**src/rtl/tlbi_pkg.sv**
```systemverilog
package tlbi_pkg;

    parameter int VPN_W  = 20;
    parameter int PPN_W  = 20;
    parameter int ASID_W = 8;
    parameter int VMID_W = 8;
    parameter int OP_W   = 32;
    localparam int OP_LSB = OP_W - VPN_W;

    typedef struct packed {
        logic              valid;
        logic              locked;
        logic              last;
        logic              stage2;
        logic              secure;
        logic [VMID_W-1:0] vmid;
        logic [ASID_W-1:0] asid;
        logic [VPN_W-1:0]  vpn;
        logic [PPN_W-1:0]  ppn;
    } tlb_entry_t;

    typedef struct packed {
        logic              local_src;
        logic              secure;
        logic              virt_en;
        logic [VMID_W-1:0] vmid;
        logic [VPN_W-1:0]  vpn;
    } inv_cmd_t;

    // Build a command from an operand word; the low reserved bits are dropped.
    function automatic inv_cmd_t make_cmd(input logic is_local, input logic sec,
                                          input logic virt, input logic [VMID_W-1:0] vm,
                                          input logic [OP_W-1:0] op);
        inv_cmd_t c;
        c.local_src = is_local;
        c.secure    = sec;
        c.virt_en   = virt;
        c.vmid      = vm;
        c.vpn       = op[OP_W-1:OP_LSB];
        return c;
    endfunction

    // Removal rule: the address-space tag is deliberately not part of it.
    function automatic logic inv_eligible(input tlb_entry_t e, input inv_cmd_t c);
        logic vm_ok;
        vm_ok = !c.virt_en || (e.vmid == c.vmid);
        return e.valid && !e.locked && e.last && !e.stage2 &&
               (e.secure == c.secure) && vm_ok && (e.vpn == c.vpn);
    endfunction

    function automatic logic lookup_match(input tlb_entry_t e,
                                          input logic [VPN_W-1:0] vpn,
                                          input logic [ASID_W-1:0] asid,
                                          input logic sec, input logic virt,
                                          input logic [VMID_W-1:0] vm,
                                          input logic last, input logic st2);
        logic vm_ok;
        vm_ok = !virt || (e.vmid == vm);
        return e.valid && (e.vpn == vpn) && (e.asid == asid) &&
               (e.secure == sec) && vm_ok && (e.last == last) && (e.stage2 == st2);
    endfunction

endpackage

```
**src/rtl/tlbi_entry_cmp.sv**
```systemverilog
module tlbi_entry_cmp
    import tlbi_pkg::*;
(
    input  tlb_entry_t         ent,
    input  inv_cmd_t           cmd,
    input  logic [VPN_W-1:0]   lk_vpn,
    input  logic [ASID_W-1:0]  lk_asid,
    input  logic               lk_secure,
    input  logic               lk_virt_en,
    input  logic [VMID_W-1:0]  lk_vmid,
    input  logic               lk_last,
    input  logic               lk_stage2,
    output logic               inv_hit,
    output logic               lk_match
);

    always_comb begin
        inv_hit  = inv_eligible(ent, cmd);
        lk_match = lookup_match(ent, lk_vpn, lk_asid, lk_secure, lk_virt_en,
                                lk_vmid, lk_last, lk_stage2);
    end

endmodule

```
**src/rtl/tlbi_cmd_queue.sv**
```systemverilog
module tlbi_cmd_queue
    import tlbi_pkg::*;
(
    input  logic     clk,
    input  logic     rst,
    input  logic     loc_req,
    input  inv_cmd_t loc_cmd,
    input  logic     snp_req,
    input  inv_cmd_t snp_cmd,
    output logic     act_v,
    output inv_cmd_t act_cmd,
    output logic     busy,
    output logic     done
);

    logic     pend_v;
    inv_cmd_t pend_cmd;
    logic     loc_acc;

    assign busy    = act_v | pend_v;
    assign loc_acc = loc_req & ~busy;

    always_ff @(posedge clk) begin
        if (rst) begin
            act_v    <= 1'b0;
            act_cmd  <= '0;
            pend_v   <= 1'b0;
            pend_cmd <= '0;
            done     <= 1'b0;
        end else begin
            done <= act_v & act_cmd.local_src;
            if (loc_acc) begin
                act_v    <= 1'b1;
                act_cmd  <= loc_cmd;
                pend_v   <= snp_req;
                pend_cmd <= snp_cmd;
            end else if (pend_v) begin
                act_v   <= 1'b1;
                act_cmd <= pend_cmd;
                pend_v  <= snp_req;
                if (snp_req) pend_cmd <= snp_cmd;
            end else if (snp_req) begin
                act_v   <= 1'b1;
                act_cmd <= snp_cmd;
            end else begin
                act_v <= 1'b0;
            end
        end
    end

    p_busy_after_accept_r8: assert property (@(posedge clk) disable iff (rst)
        loc_acc |=> busy);
    p_done_two_after_r8: assert property (@(posedge clk) disable iff (rst)
        loc_acc |=> ##1 done);
    p_pending_next_r11: assert property (@(posedge clk) disable iff (rst)
        pend_v |=> (act_v && !act_cmd.local_src));

endmodule

```
**src/rtl/tlbi_victim_sel.sv**
```systemverilog
module tlbi_victim_sel #(
    parameter int N_SLOTS = 16,
    localparam int IDX_W = (N_SLOTS > 1) ? $clog2(N_SLOTS) : 1
) (
    input  logic               clk,
    input  logic               rst,
    input  logic [N_SLOTS-1:0] lock_vec,
    input  logic               fill_en,
    output logic [IDX_W-1:0]   victim,
    output logic               fill_we
);

    logic [IDX_W-1:0] ptr_q;
    logic             found;

    always_comb begin
        found  = 1'b0;
        victim = '0;
        for (int k = 0; k < N_SLOTS; k++) begin
            int idx;
            idx = int'(ptr_q) + k;
            if (idx >= N_SLOTS) idx = idx - N_SLOTS;
            if (!found && !lock_vec[idx]) begin
                found  = 1'b1;
                victim = IDX_W'(idx);
            end
        end
    end

    assign fill_we = fill_en & found;

    always_ff @(posedge clk) begin
        if (rst) begin
            ptr_q <= '0;
        end else if (fill_we) begin
            if (int'(victim) == N_SLOTS - 1) ptr_q <= '0;
            else                             ptr_q <= victim + 1'b1;
        end
    end

    p_victim_unlocked_r12: assert property (@(posedge clk) disable iff (rst)
        fill_we |-> !lock_vec[victim]);

endmodule

```
**src/rtl/tlbi_bcast_tlb.sv**
```systemverilog
module tlbi_bcast_tlb
    import tlbi_pkg::*;
#(
    parameter int N_ENTRIES = 16,
    localparam int IDX_W = (N_ENTRIES > 1) ? $clog2(N_ENTRIES) : 1
) (
    input  logic              clk,
    input  logic              rst,
    input  logic              ctx_secure,
    input  logic              ctx_virt_en,
    input  logic [VMID_W-1:0] ctx_vmid,
    input  logic              lk_req,
    input  logic [VPN_W-1:0]  lk_vpn,
    input  logic [ASID_W-1:0] lk_asid,
    input  logic              lk_last,
    input  logic              lk_stage2,
    output logic              lk_hit,
    output logic              lk_stall,
    output logic [PPN_W-1:0]  lk_ppn,
    input  logic              fill_en,
    input  logic [VPN_W-1:0]  fill_vpn,
    input  logic [PPN_W-1:0]  fill_ppn,
    input  logic [ASID_W-1:0] fill_asid,
    input  logic [VMID_W-1:0] fill_vmid,
    input  logic              fill_secure,
    input  logic              fill_last,
    input  logic              fill_stage2,
    input  logic              fill_lock,
    input  logic              inv_req,
    input  logic [OP_W-1:0]   inv_op,
    output logic              inv_busy,
    output logic              inv_done,
    input  logic              snp_req,
    input  logic [OP_W-1:0]   snp_op,
    input  logic              snp_secure,
    input  logic              snp_virt_en,
    input  logic [VMID_W-1:0] snp_vmid
);

    tlb_entry_t             ent_q [N_ENTRIES];
    logic [N_ENTRIES-1:0]   lock_vec;
    logic [N_ENTRIES-1:0]   inv_hit;
    logic [N_ENTRIES-1:0]   lk_match;
    logic [IDX_W-1:0]       victim;
    logic                   fill_we;
    logic                   act_v;
    inv_cmd_t               act_cmd;
    inv_cmd_t               loc_cmd;
    inv_cmd_t               snp_cmd;
    tlb_entry_t             new_ent;
    logic                   lk_any;
    logic [PPN_W-1:0]       sel_ppn;

    assign loc_cmd = make_cmd(1'b1, ctx_secure, ctx_virt_en, ctx_vmid, inv_op);
    assign snp_cmd = make_cmd(1'b0, snp_secure, snp_virt_en, snp_vmid, snp_op);

    tlbi_cmd_queue u_queue (
        .clk     (clk),
        .rst     (rst),
        .loc_req (inv_req),
        .loc_cmd (loc_cmd),
        .snp_req (snp_req),
        .snp_cmd (snp_cmd),
        .act_v   (act_v),
        .act_cmd (act_cmd),
        .busy    (inv_busy),
        .done    (inv_done)
    );

    tlbi_victim_sel #(.N_SLOTS(N_ENTRIES)) u_victim (
        .clk      (clk),
        .rst      (rst),
        .lock_vec (lock_vec),
        .fill_en  (fill_en),
        .victim   (victim),
        .fill_we  (fill_we)
    );

    always_comb begin
        new_ent.valid  = 1'b1;
        new_ent.locked = fill_lock;
        new_ent.last   = fill_last;
        new_ent.stage2 = fill_stage2;
        new_ent.secure = fill_secure;
        new_ent.vmid   = fill_vmid;
        new_ent.asid   = fill_asid;
        new_ent.vpn    = fill_vpn;
        new_ent.ppn    = fill_ppn;
    end

    for (genvar i = 0; i < N_ENTRIES; i++) begin : g_slot
        assign lock_vec[i] = ent_q[i].valid & ent_q[i].locked;

        tlbi_entry_cmp u_cmp (
            .ent        (ent_q[i]),
            .cmd        (act_cmd),
            .lk_vpn     (lk_vpn),
            .lk_asid    (lk_asid),
            .lk_secure  (ctx_secure),
            .lk_virt_en (ctx_virt_en),
            .lk_vmid    (ctx_vmid),
            .lk_last    (lk_last),
            .lk_stage2  (lk_stage2),
            .inv_hit    (inv_hit[i]),
            .lk_match   (lk_match[i])
        );

        // Fill wins over a sweep on the same slot; the sweep clears only valid.
        always_ff @(posedge clk) begin
            if (rst) begin
                ent_q[i] <= '0;
            end else if (fill_we && (victim == IDX_W'(i))) begin
                ent_q[i] <= new_ent;
            end else if (act_v && inv_hit[i]) begin
                ent_q[i].valid <= 1'b0;
            end
        end

        p_locked_kept_r7: assert property (@(posedge clk) disable iff (rst)
            (ent_q[i].valid && ent_q[i].locked) |=> (ent_q[i].valid && ent_q[i].locked));
        p_sweep_clears_r3: assert property (@(posedge clk) disable iff (rst)
            (act_v && inv_hit[i] && !(fill_we && (victim == IDX_W'(i)))) |=> !ent_q[i].valid);
    end

    always_comb begin
        lk_any  = 1'b0;
        sel_ppn = '0;
        for (int i = 0; i < N_ENTRIES; i++) begin
            if (!lk_any && lk_match[i]) begin
                lk_any  = 1'b1;
                sel_ppn = ent_q[i].ppn;
            end
        end
    end

    assign lk_hit   = lk_req & ~inv_busy & lk_any;
    assign lk_stall = lk_req & inv_busy;
    assign lk_ppn   = lk_hit ? sel_ppn : '0;

    p_stall_miss_r9: assert property (@(posedge clk) disable iff (rst)
        inv_busy |-> !lk_hit);

endmodule

```
**config.mk**
```make
export PLATFORM = sky130hd
export DESIGN_NAME = tlbi_bcast_tlb
export DESIGN_NICKNAME = d
export VERILOG_FILES = /design/src/rtl/tlbi_pkg.sv /design/src/rtl/tlbi_entry_cmp.sv /design/src/rtl/tlbi_cmd_queue.sv /design/src/rtl/tlbi_victim_sel.sv /design/src/rtl/tlbi_bcast_tlb.sv
export SDC_FILE = /design/constraint.sdc
export NUM_CORES = 2
export LEC_CHECK = 0
export BUFFER_PORTS_ARGS = -buffer_cell sky130_fd_sc_hd__buf_2
export CAP_MARGIN = 10
export CORE_MARGIN = 1
export CORE_UTILIZATION = 62
export CTS_BUF_LIST = sky130_fd_sc_hd__clkbuf_4 sky130_fd_sc_hd__clkbuf_8
export DETAILED_ROUTE_END_ITERATION = 8
export GPL_ROUTABILITY_DRIVEN = 0
export PLACE_DENSITY = 0.82
export SLEW_MARGIN = 0
export SYNTH_ARGS = -nofsm -noshare
export SYNTH_HDL_FRONTEND = slang
export SYNTH_SLANG_ARGS = --single-unit
```
**constraint.sdc**
```tcl
create_clock -name clk -period 18.7 [get_ports clk]
set_input_delay 3.74 -clock clk [delete_from_list [all_inputs] [get_ports clk]]
set_output_delay 3.74 -clock clk [all_outputs]
set_load 0.05 [all_outputs]
```
== After elaboration in Yosys (flattened, before gate mapping) ==
Memory sizes are Yosys's and may differ from the RTL's.
Cells that the tools add are included.

* Add/sub/neg operators: 32
* $lt $le $gt $ge: 32
* Equal/unequal tests: 160
* Multiplexer cells: 287
* Bitwise logic cells: 56
* Reductions and logical operators: 369

{| class="wikitable"
|+ Operators by type and width
! operator !! count
|-
| $mux W61 || 16
|-
| $eq A20 B20 Y1 || 32
|-
| $lt A32 B6 Y1 const B || 16
|-
| $mux W32 || 16
|-
| $ge A32 B6 Y1 const B || 15
|-
| $sub A32 B6 Y32 const B || 15
|-
| $eq A8 B8 Y1 || 48
|-
| $mux W20 || 17
|-
| $logic_and A1 B1 Y1 || 254
|-
| $mux W1 || 199
|-
| $mux W31 || 3
|-
| $mux W30 || 3
|-
| $logic_not A1 Y1 || 78
|-
| $mux W4 || 17
|-
| $bmux W1 S4 || 16
|-
| $eq A1 B1 Y1 || 64
|-
| $add A4 B4 Y5 const B || 8
|-
| $or A1 B1 Y1 || 33
|-
| $eq A4 B4 Y1 const B || 8
|-
| $logic_or A1 B1 Y1 || 32
|-
| $and A1 B1 Y1 || 22
|-
| $add A4 B3 Y5 const B || 4
|-
| $eq A4 B3 Y1 const B || 4
|-
| $add A4 B2 Y5 const B || 2
|-
| 11 further kinds || 14
|}

* Flip-flop bits (word level): 68
* Bits in writable memories: 976
* Output and inout port bits: 24
* Word-level logic and storage cells: 950
* Memories: 1

{| class="wikitable"
|+ Memories
! memory !! depth !! bits a word !! read ports !! clocked after Yosys merged registers in !! write ports !! line !! text
|-
| ent_q || 16 || 61 || 16 || 0 || 16 || tlbi_bcast_tlb.sv:40 || <nowiki>tlb_entry_t ent_q [N_ENTRIES];</nowiki>
|}

== Logic depth before layout (Yosys ltp) ==
* Depth in word-level cells: 58
* Gate-level depth with buffers: 22

== Hierarchy ==
A second synthesis with hierarchy kept.

* Cells, all modules: 4890
* Area total of the unflattened synthesis: 57591.5 sq um

{| class="wikitable"
|+ By module, submodules not included
! module !! times used !! cells each !! area each (sq um)
|-
| tlbi_bcast_tlb || 1 || 2711 || 39648.0
|-
| tlbi_entry_cmp || 16 || 94 || 760.7
|-
| tlbi_victim_sel || 1 || 318 || 2906.5
|-
| tlbi_cmd_queue || 1 || 357 || 2865.2
|}

== Least setup slack after synthesis ==
No wires, ideal clock.

* Path kind: input to output
* Start: input lk_vpn[4]
* End: output lk_ppn[4]
* Arrival time: 7.604 ns
* Slack: 7.356 ns
* Stages: 11
* Cells stage by stage: clkbuf_1 -> clkbuf_1 -> xnor2_1 -> nand4_1 -> nor4_1 -> nand3_1 -> nor3b_1 -> a22oi_1 -> nand4_1 -> a221oi_1 -> a311oi_1

* Longest elaborated chain between the ends: 55
* Elaborated cells on any way between the ends: 176
* Classes of those cells: 16 x eq/ne; 33 x mux; 1 x bitwise; 126 x reduce/logical

{| class="wikitable"
|+ RTL lines
! item !! line !! text
|-
| start: declaration || tlbi_bcast_tlb.sv:13 || <nowiki>input logic [VPN_W-1:0] lk_vpn,</nowiki>
|-
| $eq A20 B20 Y1 || tlbi_pkg.sv:59 || <nowiki>return e.valid && (e.vpn == vpn) && (e.asid == asid) &&</nowiki>
|-
| $logic_and A1 B1 Y1 (3 in a row) || tlbi_pkg.sv:59 ||
|-
| $logic_and A1 B1 Y1 (3 in a row) || tlbi_pkg.sv:60 || <nowiki>(e.secure == sec) && vm_ok && (e.last == last) && (e.stage2 == st2);</nowiki>
|-
| $mux W1 || tlbi_bcast_tlb.sv:129 || <nowiki>if (!lk_any && lk_match[i]) begin</nowiki>
|-
| $logic_not A1 Y1 || tlbi_bcast_tlb.sv:129 ||
|-
| $logic_and A1 B1 Y1 || tlbi_bcast_tlb.sv:129 ||
|-
| $mux W1 || tlbi_bcast_tlb.sv:129 ||
|-
| $logic_not A1 Y1 || tlbi_bcast_tlb.sv:129 ||
|-
| [... 35 more ...] || - ||
|-
| $logic_not A1 Y1 || tlbi_bcast_tlb.sv:129 ||
|-
| $logic_and A1 B1 Y1 || tlbi_bcast_tlb.sv:129 ||
|-
| $mux W1 || tlbi_bcast_tlb.sv:129 ||
|-
| $logic_not A1 Y1 || tlbi_bcast_tlb.sv:129 ||
|-
| $logic_and A1 B1 Y1 || tlbi_bcast_tlb.sv:129 ||
|-
| $mux W1 || tlbi_bcast_tlb.sv:129 ||
|-
| $and A1 B1 Y1 || tlbi_bcast_tlb.sv:136 || <nowiki>assign lk_hit = lk_req & ~inv_busy & lk_any;</nowiki>
|-
| $mux W20 (*) || tlbi_bcast_tlb.sv:138 || <nowiki>assign lk_ppn = lk_hit ? sel_ppn : '0;</nowiki>
|-
| end: declaration || tlbi_bcast_tlb.sv:19 || <nowiki>output logic [PPN_W-1:0] lk_ppn,</nowiki>
|}

Every way passes the cells marked *; elsewhere a longest branch is shown, timed or not.

== Worst setup path after layout ==
* Start: input ctx_vmid[4]
* End: output lk_ppn[4]

* Longest elaborated chain between the ends: 53
* Elaborated cells on any way between the ends: 144
* Classes of those cells: 16 x eq/ne; 33 x mux; 1 x bitwise; 94 x reduce/logical

{| class="wikitable"
|+ RTL lines
! item !! line !! text
|-
| start: declaration || tlbi_bcast_tlb.sv:11 || <nowiki>input logic [VMID_W-1:0] ctx_vmid,</nowiki>
|-
| $eq A8 B8 Y1 || tlbi_pkg.sv:58 || <nowiki>vm_ok = !virt || (e.vmid == vm);</nowiki>
|-
| $logic_or A1 B1 Y1 || tlbi_pkg.sv:58 ||
|-
| $logic_and A1 B1 Y1 (3 in a row) || tlbi_pkg.sv:60 ||
|-
| $mux W1 || tlbi_bcast_tlb.sv:129 ||
|-
| $logic_not A1 Y1 || tlbi_bcast_tlb.sv:129 ||
|-
| $logic_and A1 B1 Y1 || tlbi_bcast_tlb.sv:129 ||
|-
| $mux W1 || tlbi_bcast_tlb.sv:129 ||
|-
| $logic_not A1 Y1 || tlbi_bcast_tlb.sv:129 ||
|-
| [... 35 more ...] || - ||
|-
| $logic_not A1 Y1 || tlbi_bcast_tlb.sv:129 ||
|-
| $logic_and A1 B1 Y1 || tlbi_bcast_tlb.sv:129 ||
|-
| $mux W1 || tlbi_bcast_tlb.sv:129 ||
|-
| $logic_not A1 Y1 || tlbi_bcast_tlb.sv:129 ||
|-
| $logic_and A1 B1 Y1 || tlbi_bcast_tlb.sv:129 ||
|-
| $mux W1 || tlbi_bcast_tlb.sv:129 ||
|-
| $and A1 B1 Y1 || tlbi_bcast_tlb.sv:136 ||
|-
| $mux W20 (*) || tlbi_bcast_tlb.sv:138 ||
|}

Marks and branches as above.

==> impl_metrics.sql <==
INSERT INTO impl_metrics (metric_group, metric, value, unit) VALUES
('timing', 'final_worst_path_period_share', '70.8', '%'),
('cts', 'cts.sinks', '1044', ''),
('worst_setup_path', 'path_class', 'input pin to output pin', ''),
('final_layout', 'area_growth_syn_to_layout', '8.45', '%'),
('run_status', 'failed_checks', 'design-rule violations', ''),
('routing', 'route.detailed.drc', '3', ''),
('global_route', 'gr-total-overflow', '0', ''),
('worst_setup_path', 'worst_ep_required', '14.96', 'ns'),
('cts', 'cts.clk_slew.worst_paths', '0.06', 'ns'),
('yosys', 'synth-edff-count', '976', ''),
('yosys', 'ys_async_sr_fraction', '0', '%'),
('routing', 'drt_iter0_drc', '7200', ''),
('place', 'placed_area', '59100', 'µm²'),
('cts', 'ctsHoldBuffers', '0', ''),
('yosys', 'ys_seq_elements', '1044', ''),
('cts', 'tritoncts_clock_tree', 'yes', ''),
('routing', 'drtAntennaViolNets', '0', ''),
('yosys', 'syn-num-nets', '5163', ''),
('worst_setup_path', 'critPathArrivalTime', '9.50', 'ns'),
('die', 'top_level_ports', '204', ''),
('yosys', 'synthesis.area_per_instance', '11.6', 'µm²'),
('die', 'initial_utilization', '62.7', '%'),
('routing', 'detail_route.vias_per_cell', '6.68', ''),
('timing', 'tns', '0', 'ns'),
('global_route', 'global_route_wire_length_before_repair', '278000', 'µm'),
('cts', 'cts_setup_buffers', '0', ''),
('run', 'max_cap_viol_count', '0', ''),
('global_route', 'met2_usage', '61.3', '%'),
('worst_setup_path', 'end_kind', 'output pin', ''),
('cts', 'h-tree-depth', '4', ''),
('yosys', 'post_synth_inst_count', '4972', ''),
('global_route', 'met3_usage', '15.0', '%'),
('routing', 'routed-via-count', '42800', ''),
('timing', 'final_period_minus_worst_setup_slack', '13.24', 'ns'),
('timing', 'slew_violations', '0', ''),
('yosys', 'ys.warnings.count', '0', ''),
('global_route', 'busiest_layer', 'met2', ''),
('pwr', 'power.density_cell_area', '107', 'nW/µm²'),
('routing', 'drt_wl_total', '198000', 'µm'),
('routing', 'drt_pre_antenna_iters', '9', ''),
('global_route', 'met1_usage', '52.5', '%'),
('cts', 'clock_latency', '0.88', 'ns'),
('cts', 'ctsRootBufferMaster', 'sky130_fd_sc_hd__clkbuf_8', ''),
('final_layout', 'mostFrequentLayoutCells', 'sky130_fd_sc_hd__xnor2_1, sky130_fd_sc_hd__edfxtp_1, sky130_fd_sc_hd__and2_1, sky130_fd_sc_hd__nand4_1, sky130_fd_sc_hd__clkbuf_8', ''),
('final_layout', 'fin_area', '62500', 'µm²'),
('place', 'hpwl', '116000', 'µm'),
('global_route', 'vias_in_the_first_global_route', '40700', ''),
('global_route', 'groute.usage.overall', '41.9', '%'),
('final_layout', 'share_of_post_route_cells_with_drive_strength_above_1', '12.8', '%'),
('global_route', 'maximum_number_of_pins_on_one_net_before_global_route_repair', '72', ''),
('worst_setup_path', 'timing.critical_path.from_type', 'input pin', ''),
('die', 'dieHeight', '307', 'µm'),
('final_layout', 'design.final.nets', '5194', ''),
('timing', 'worst_slew_pin_slew', '1.33', 'ns'),
('cts', 'max-clock-path-buffers', '3', ''),
('timing', 'rsz0062_at_grt', 'false', ''),
('global_route', 'initial_antenna_violation_count', '21', ''),
('place', 'portBuffers', '179', ''),
('timing', 'max_clock_freq', '75.5', 'MHz'),
('worst_setup_path', 'crit_path_max_fanout', '34', ''),
('yosys', 'synth.cell_area', '57700', 'µm²'),
('cts', 'ctsResizeCount', '0', ''),
('timing', 'fin_worst_skew', '0.0682', 'ns'),
('final_layout', 'mostFrequentLayoutCell', 'sky130_fd_sc_hd__xnor2_1', ''),
('die', 'chipWidth', '307', 'µm'),
('cts', 'cts_buf_count', '169', ''),
('pwr', 'power.static_leakage', '21.4', 'nW'),
('yosys', 'synth.lib_cells_used.distinct', '91', ''),
('routing', 'routedWlPerCell', '30.8', 'µm'),
('die', 'core_area', '91900', 'µm²'),
('hold_path', 'timing.hold.worst.class', 'register to register', ''),
('die', 'design.die.area', '94200', 'µm²'),
('run_status', 'outcome', 'finished, violations left', ''),
('timing', 'slew-limit-headroom', '10.7', '%'),
('yosys', 'synth_ff_type', 'sky130_fd_sc_hd__edfxtp_1', ''),
('timing', 'report.final.setup_viol', '0', ''),
('yosys', 'synth_sequential_area_ratio', '53.2', '%'),
('pwr', 'vdd_ir_drop_max', '0.0914', 'mV'),
('die', 'cell_row_count', '111', ''),
('timing', 'hold_viol', '0', '');
## synthesized netlist by cell type (17+ instances only)
cell type / n / area share [%]
sky130_fd_sc_hd__nand4_1: 274 / 3.0
sky130_fd_sc_hd__nor2_1: 124 / 0.81
sky130_fd_sc_hd__nor4_1: 79 / 0.86
sky130_fd_sc_hd__buf_6: 28 / 0.55
sky130_fd_sc_hd__clkbuf_1: 265 / 1.7
sky130_fd_sc_hd__a221oi_1: 19 / 0.29
sky130_fd_sc_hd__mux4_2: 25 / 0.98
sky130_fd_sc_hd__and2_1: 975 / 11
sky130_fd_sc_hd__a21oi_1: 96 / 0.83
sky130_fd_sc_hd__dfxtp_1: 68 / 2.4
sky130_fd_sc_hd__nor3_1: 17 / 0.15
sky130_fd_sc_hd__and3_1: 21 / 0.23
sky130_fd_sc_hd__a22oi_1: 51 / 0.66
sky130_fd_sc_hd__nand3_1: 77 / 0.67
sky130_fd_sc_hd__nand2b_1: 23 / 0.25
sky130_fd_sc_hd__buf_2: 96 / 0.83
sky130_fd_sc_hd__nand2_1: 137 / 0.89
sky130_fd_sc_hd__edfxtp_1: 976 / 51
sky130_fd_sc_hd__xnor2_1: 997 / 15
sky130_fd_sc_hd__o21ai_0: 92 / 0.80
sky130_fd_sc_hd__a211oi_1: 37 / 0.48
sky130_fd_sc_hd__mux2i_1: 51 / 0.89
sky130_fd_sc_hd__a31oi_1: 22 / 0.24
sky130_fd_sc_hd__inv_1: 59 / 0.38
sky130_fd_sc_hd__xor2_1: 103 / 1.6
## state kept, by name, indices dropped and copies added, names as in the netlist
| name | count |
|---|---|
| ent_q | 976 |
| u_queue.act_cmd | 31 |
| u_queue.act_v | 1 |
| u_queue.done | 1 |
| u_queue.pend_cmd | 30 |
| u_queue.pend_v | 1 |
| u_victim.ptr_q | 4 |
## worst max-delay path, cell delays in order
cell and delay (ns):
sky130_fd_sc_hd__buf_2 0.55, sky130_fd_sc_hd__xnor2_1 0.19, sky130_fd_sc_hd__nand4_1 0.13, sky130_fd_sc_hd__o21ai_0 0.30, sky130_fd_sc_hd__nand3_1 0.24, sky130_fd_sc_hd__buf_4 0.51
sky130_fd_sc_hd__and4_1 0.38, sky130_fd_sc_hd__nand4b_1 0.50, sky130_fd_sc_hd__nor3_1 0.48, sky130_fd_sc_hd__and3_1 1.06, sky130_fd_sc_hd__a221oi_1 0.28, sky130_fd_sc_hd__a311oi_1 0.72
sky130_fd_sc_hd__buf_2 0.39
## report_power, final
group | switching (mW) | total [mW] | internal, mW
clock network | 0.956 | 2.01 | 1.06
logic | 0.964 | 1.52 | 0.553
registers | 0.239 | 3.17 | 2.93
## cells by family after synthesis
logic type	count (synthesis)	synth area share, %
AO/OA/AOI/OAI	459	5.53
XOR/XNOR	1101	16.7
adder cells (fa/ha/maj)	11	0.239
buffers and inverters	470	3.69
flip-flops	1044	53.2
multiplexers	92	2.18
AND/OR/NAND/NOR	1795	18.4
## metal layers
layer | vias to the layer above | part of all wire, % | wire length (µm)
met5 | - | 0.075 | 149
met4 | 12 | 7.1 | 14000
met3 | 967 | 17 | 33300
met2 | 3861 | 42 | 83900
met1 | 20400 | 34 | 66200
li1 | 17600 | - | -
## final cells by class
class,instances,area (µm²)
clock buffers,251,3030
multi-input cells,3458,25100
well taps,1243,1560
diodes,25,62.6
repair buffers,264,1540
fillers,6525,29400
clock inverters,54,348
inverters,66,248
flip-flops and latches,1044,30700
## through the flow
step	instances	power, mW	hold slack (ns)	utilization (%)	setup slack [ns]
finish	6405	6.70	0.450	68.0	5.46
global route	6389	6.86	0.473	68.0	5.41
detailed placement	6074	4.65	0.443	64.3	5.75
global placement	6074	4.60	0.437	64.3	5.89
CTS	6379	6.62	0.451	67.9	5.70
floorplan	4972	4.16	0.410	-	7.36
## worst paths after layout
path / endpoint / from / slack (ns) / depth (start not counted)
worst min register to register: u_queue.pend_cmd[22] / u_queue.pend_cmd[22] / 0.45 / 2
worst max register to register: ent_q[1][243] / u_victim.ptr_q[1] / 11.35 / 14
worst min-delay path: u_queue.pend_cmd[22] / u_queue.pend_cmd[22] / 0.45 / 2
worst max-delay path: lk_ppn[4] / ctx_vmid[4] / 5.46 / 13
(Power assumes the default switching activity.)
